**config.mk**
```make
export PLATFORM = sky130hd
export DESIGN_NAME = recip_seed_unit
export DESIGN_NICKNAME = d
export VERILOG_FILES = /design/src/rtl/rseed_pkg.sv /design/src/rtl/rseed_classify.sv /design/src/rtl/rseed_lookup.sv /design/src/rtl/rseed_pack.sv /design/src/rtl/recip_seed_unit.sv
export SDC_FILE = /design/constraint.sdc
export NUM_CORES = 1
export LEC_CHECK = 0
export BUFFER_PORTS_ARGS = -buffer_cell sky130_fd_sc_hd__buf_2
export CAP_MARGIN = 20
export CORE_ASPECT_RATIO = 0.9
export CORE_UTILIZATION = 33
export DETAILED_ROUTE_END_ITERATION = 16
export HOLD_SLACK_MARGIN = 0.06
export PLACE_DENSITY = 0.79
export SLEW_MARGIN = 10
export SYNTH_ARGS = -nofsm -noshare
export SYNTH_HDL_FRONTEND = slang
export SYNTH_SLANG_ARGS = --single-unit
export TNS_END_PERCENT = 10
```
**constraint.sdc**
```tcl
create_clock -name clk -period 0.98 [get_ports clk]
set_input_delay 0.196 -clock clk [delete_from_list [all_inputs] [get_ports clk]]
set_output_delay 0.196 -clock clk [all_outputs]
set_load 0.1 [all_outputs]
```
**src/rtl/rseed_pkg.sv**
```systemverilog
package rseed_pkg;

  localparam int FP_W      = 32;
  localparam int FP_EXP_W  = 8;
  localparam int FP_FRAC_W = 23;
  localparam int FP_BIAS   = 127;

  localparam logic [FP_W-1:0] FP_ONE = 32'h3F80_0000;

  typedef struct packed {
    logic                 sign;
    logic [FP_EXP_W-1:0]  expo;
    logic [FP_FRAC_W-1:0] frac;
  } fp32_t;

  // Seed in units of 2^-(sig_w-1), for significand bucket k of width 2^-(iw+1)
  // inside [0.5, 1): round-to-nearest of 1 / bucket_centre, capped below 2.0.
  function automatic int seed_code(int iw, int sw, int k);
    longint num;
    longint den;
    longint q;
    num = longint'(1) << (sw + iw + 1);
    den = (longint'(1) << (iw + 1)) + 2 * longint'(k) + 1;
    q   = (2 * num + den) / (2 * den);
    if (q > (longint'(1) << sw) - 1) q = (longint'(1) << sw) - 1;
    return int'(q);
  endfunction

endpackage

```
**src/rtl/rseed_classify.sv**
```systemverilog
module rseed_classify
  import rseed_pkg::*;
#(
  parameter int IDX_W = 4
) (
  input  logic [FP_W-1:0]  op,
  output logic             is_special,
  output logic [IDX_W-1:0] index
);

  fp32_t f;
  logic  exp_zero;
  logic  exp_full;
  logic  unused_op_bits;

  assign f        = fp32_t'(op);
  assign exp_zero = (f.expo == '0);
  assign exp_full = (f.expo == '1);

  assign is_special = exp_zero | exp_full;
  assign index      = f.frac[FP_FRAC_W-1 -: IDX_W];

  assign unused_op_bits = ^{f.sign, f.frac[FP_FRAC_W-IDX_W-1:0]};

endmodule

```
**src/rtl/rseed_lookup.sv**
```systemverilog
module rseed_lookup
  import rseed_pkg::*;
#(
  parameter int IDX_W = 4,
  parameter int SIG_W = 5
) (
  input  logic [IDX_W-1:0] index,
  output logic [SIG_W-2:0] code
);

  localparam int DEPTH = 1 << IDX_W;

  logic [SIG_W-2:0] table_q [DEPTH];

  for (genvar g = 0; g < DEPTH; g++) begin : g_entry
    localparam int QV = seed_code(IDX_W, SIG_W, g);
    assign table_q[g] = QV[SIG_W-2:0];
  end

  assign code = table_q[index];

endmodule

```
**src/rtl/rseed_pack.sv**
```systemverilog
module rseed_pack
  import rseed_pkg::*;
#(
  parameter int SIG_W = 5
) (
  input  logic             is_special,
  input  logic [SIG_W-2:0] code,
  output logic [FP_W-1:0]  word
);

  localparam int LOW_W = FP_FRAC_W - (SIG_W - 1);

  fp32_t packed_seed;

  always_comb begin
    packed_seed.sign = 1'b0;
    packed_seed.expo = FP_EXP_W'(FP_BIAS);
    packed_seed.frac = {code, {LOW_W{1'b0}}};
  end

  assign word = is_special ? FP_ONE : packed_seed;

endmodule

```
**src/rtl/recip_seed_unit.sv**
```systemverilog
module recip_seed_unit
  import rseed_pkg::*;
#(
  parameter int IDX_W = 4,
  parameter int SIG_W = 5
) (
  input  logic        clk,
  input  logic        rst_n,
  input  logic        in_valid,
  input  logic [31:0] in_data,
  output logic        out_valid,
  output logic [31:0] out_data
);

  localparam int LOW_W = FP_FRAC_W - (SIG_W - 1);

  logic             op_special;
  logic [IDX_W-1:0] op_index;
  logic [SIG_W-2:0] seed_frac;
  logic [FP_W-1:0]  seed_word;

  rseed_classify #(.IDX_W(IDX_W)) u_classify (
    .op         (in_data),
    .is_special (op_special),
    .index      (op_index)
  );

  rseed_lookup #(.IDX_W(IDX_W), .SIG_W(SIG_W)) u_lookup (
    .index (op_index),
    .code  (seed_frac)
  );

  rseed_pack #(.SIG_W(SIG_W)) u_pack (
    .is_special (op_special),
    .code       (seed_frac),
    .word       (seed_word)
  );

  always_ff @(posedge clk or negedge rst_n) begin
    if (!rst_n) begin
      out_valid <= 1'b0;
      out_data  <= '0;
    end else begin
      out_valid <= in_valid;
      if (in_valid) out_data <= seed_word;
    end
  end

  AST_VALID_FOLLOWS: assert property (@(posedge clk) disable iff (!rst_n)
    in_valid |=> out_valid) else $error("valid lost");
  AST_NO_SPURIOUS_VALID: assert property (@(posedge clk) disable iff (!rst_n)
    !in_valid |=> !out_valid) else $error("spurious valid");
  AST_SIGN_EXP_FIXED: assert property (@(posedge clk) disable iff (!rst_n)
    out_valid |-> (out_data[31] == 1'b0 && out_data[30:23] == 8'd127))
    else $error("sign or exponent wrong");
  AST_LOW_FRAC_ZERO: assert property (@(posedge clk) disable iff (!rst_n)
    out_valid |-> (out_data[LOW_W-1:0] == '0)) else $error("low bits set");
  AST_SPECIAL_ONE: assert property (@(posedge clk) disable iff (!rst_n)
    (in_valid && op_special) |=> (out_data == FP_ONE))
    else $error("special not one");
  AST_HOLD_IDLE: assert property (@(posedge clk) disable iff (!rst_n)
    !in_valid |=> $stable(out_data)) else $error("data changed idle");

endmodule

```
==> flow_summary_export.csv <==
group,metric,value,unit
run_status,status,"finished, violations left",
run_status,failed_checks,"negative setup slack",
logic_synthesis,synth_area,597,µm²
placed_design,gp_congestion,0.718,
setup_path,required,780,ps
global_routing,grt_pass1_wl,1.74,mm
finish,drive_gt1_share,50.5,%
finish,antenna_cells,0,
timing,fin_tns_setup,-2100,ps
global_routing,gr-usage-met2,21.7,%
setup_path,critPathArrivalTime,1030,ps
timing,setup_viol,17,
setup_path,worst-r2r-setup-slack,-10,ps
finish,final_cell_mix,"21 x conb_1, 13 x buf_12, 12 x buf_2",
routing,ant_nets,0,
routing,routed_wirelength,1.11,mm
timing,clock-skew-final,0,ps
clocking,cts.sinks,6,
min_path,hold_path.startpoint,"in_valid",
clocking,cts_setup_buffers,0,
logic_synthesis,synthCells,64,
finish,area_growth,59.5,%
die,core_area,0.00168,mm²
routing,drt_iter0_drc,4,
setup_path,r2r-start,"out_data[28]",
power,p_leak,0.000474,µW
clocking,path_clk_slew,50,ps
setup_path,criticalPathCategory,"flip-flop to output port",
timing,maxSlewHeadroom,66.4,%
logic_synthesis,yosysWarnings,0,
timing,fin_ws,-242,ps
finish,layout.nets,132,
global_routing,met3_usage,4.31,%
min_path,hold_class,"input pin to flip-flop",
global_routing,grt_use_total,12.6,%
finish,final_cells,117,
timing,worstMarginPinSlew,499,ps
setup_path,slowest_delay,570,ps
logic_synthesis,synth_cell_type_count,22,
routing,via_per_inst,4.14,
die,ios,68,
timing,whs,210,ps
power,peakVddDrop,0.751,mV
setup_path,worstSetupEndpointType,"output port",
global_routing,overflow,0,
placed_design,dp.cells,112,
placed_design,dp_hpwl,991,µm
clocking,cts.htree.levels,1,
setup_path,crit_path_cell_trace,"buf_12",
setup_path,ff2ff_path_depth,1,
clocking,cts_buffer_depth,2,
finish,fillers,157,
setup_path,slowest_stage,"dfrtp_4",
global_routing,grt_pass1_vias,448,
global_routing,grt_max_degree,9,
timing,slew_viol_final,0,
min_path,hold_path_depth,2,
logic_synthesis,syn_avg_cell_area,9.33,µm²
clocking,cts_tree,"built",
setup_path,cpLargestDelayFamily,"flip-flops",
clocking,cts_root_buffer,"clkbuf_4",
global_routing,met1_usage,12.6,%
timing,min_period_over_period,125,%
routing,vias,484,
global_routing,grt_busiest_layer,"met2",
logic_synthesis,synth_seq_cells,6,
routing,drt-wirelength-per-cell,9.49,µm
timing,rsz0062_at_grt,"yes",
clocking,cts_buffers,3,
placed_design,io_buffers,26,
timing,max_freq,818,MHz
routing,drtPass1Iterations,3,
timing,layout_min_cycle_time,1220,ps
setup_path,crit_fanout,8,
die,die_x,46.8,µm
finish,final_common_cell,"conb_1",
clocking,clk_latency,240,ps
die,rows,14,
placed_design,place_ws,-554,ps
min_path,min_to,"out_valid",
setup_path,path_buf_inv,1,
die,start_util,35.5,%
global_routing,antenna_found_initial,0,
job,drv_cap,0,
timing,hold_viol_final,0,
routing,drcViolationCount,0,
setup_path,startpoint_type,"flip-flop",
logic_synthesis,yosysSeqAreaShare,25.2,%
setup_path,regToRegEndpoint,"out_data[28]",
die,die_area,0.00198,mm²
power,powerDensity,1380,mW/mm²
die,die_height,42.3,µm
registers in the layout, summed over array words and instances (netlist names):
name,flops
out_valid,1
out_data,5
logic make-up after synthesis:
group,after synthesis,synth area share (%)
multiplexers,1,3.77
AND/OR/NAND/NOR,12,13.6
other,1,0.628
flip-flops,6,25.2
buffers and inverters,33,37.7
AO/OA/AOI/OAI,8,12.8
adder cells (fa/ha/maj),3,6.29
Yosys cell counts, drive strengths merged:
| cell | n | area (µm²) |
|---|---|---|
| o32ai | 3 | 33.8 |
| a221o | 1 | 10.0 |
| dfrtp | 6 | 150 |
| nand2b | 1 | 6.26 |
| a21o | 1 | 8.76 |
| nand4 | 2 | 12.5 |
| or4 | 2 | 22.5 |
| mux4 | 1 | 22.5 |
| nor2 | 3 | 18.8 |
| buf | 27 | 203 |
| nand2 | 1 | 3.75 |
| and2 | 1 | 6.26 |
| o41ai | 1 | 8.76 |
| inv | 6 | 22.5 |
| o21ai | 1 | 5.00 |
| or2 | 1 | 6.26 |
| o211a | 1 | 10.0 |
| nor3 | 1 | 5.00 |
| conb | 1 | 3.75 |
| ha | 3 | 37.5 |
stage by stage:
| stage | instance area, µm² | power (µW) | utilization [%] |
|---|---|---|---|
| 2_1_floorplan | 708 | 931 | - |
| 3_3_place_gp | 883 | 1040 | 52.5 |
| 3_5_place_dp | 883 | 1050 | 52.5 |
| 4_1_cts | 945 | 1320 | 56.2 |
| 5_1_grt | 952 | 1380 | 56.6 |
| 6_report | 952 | 1310 | 56.6 |
where the power goes:
group	leakage [µW]	internal (µW)	switching [µW]
logic	0.000389	180	596
registers	0.0000695	270	23.2
clock network	0.0000150	154	87.9
worst max path at each step:
stage,start,endpoint,slack [ps],cells past startpoint
floorplan,in_data[19],out_data[19],-280,5
global placement,in_data[20],out_data[19],-500,6
detailed placement,in_data[20],out_data[19],-550,6
CTS,out_data[28],out_data[28],-250,1
global route,out_data[28],out_data[27],-270,1
finish,out_data[28],out_data[27],-240,1
cell type report:
| cell class | instances | area [µm²] | area share (%) |
|---|---|---|---|
| flip-flops and latches | 6 | 154 | 16.2 |
| clock buffers | 4 | 26.3 | 2.76 |
| repair buffers | 32 | 383 | 40.2 |
| well taps | 24 | 30.0 | 3.15 |
| inverters | 6 | 42.5 | 4.47 |
| multi-input cells | 45 | 317 | 33.2 |
metal layers:
layer | vias to the layer above | share of wire, %
met5 | - | 0
met4 | 0 | 2.1
met3 | 4 | 8.7
met2 | 26 | 53
met1 | 223 | 37
li1 | 231 | -
repair_timing:
item | in CTS | in global routing
hold buffers | 1 | 0
gates cloned | 0 | 0
pin swaps | 2 | 0
gates resized for setup | 7 | 1
setup endpoints to repair | 17 | 17
hold endpoints to repair | 6 | 0
Power figures use the tool's default switching activity.
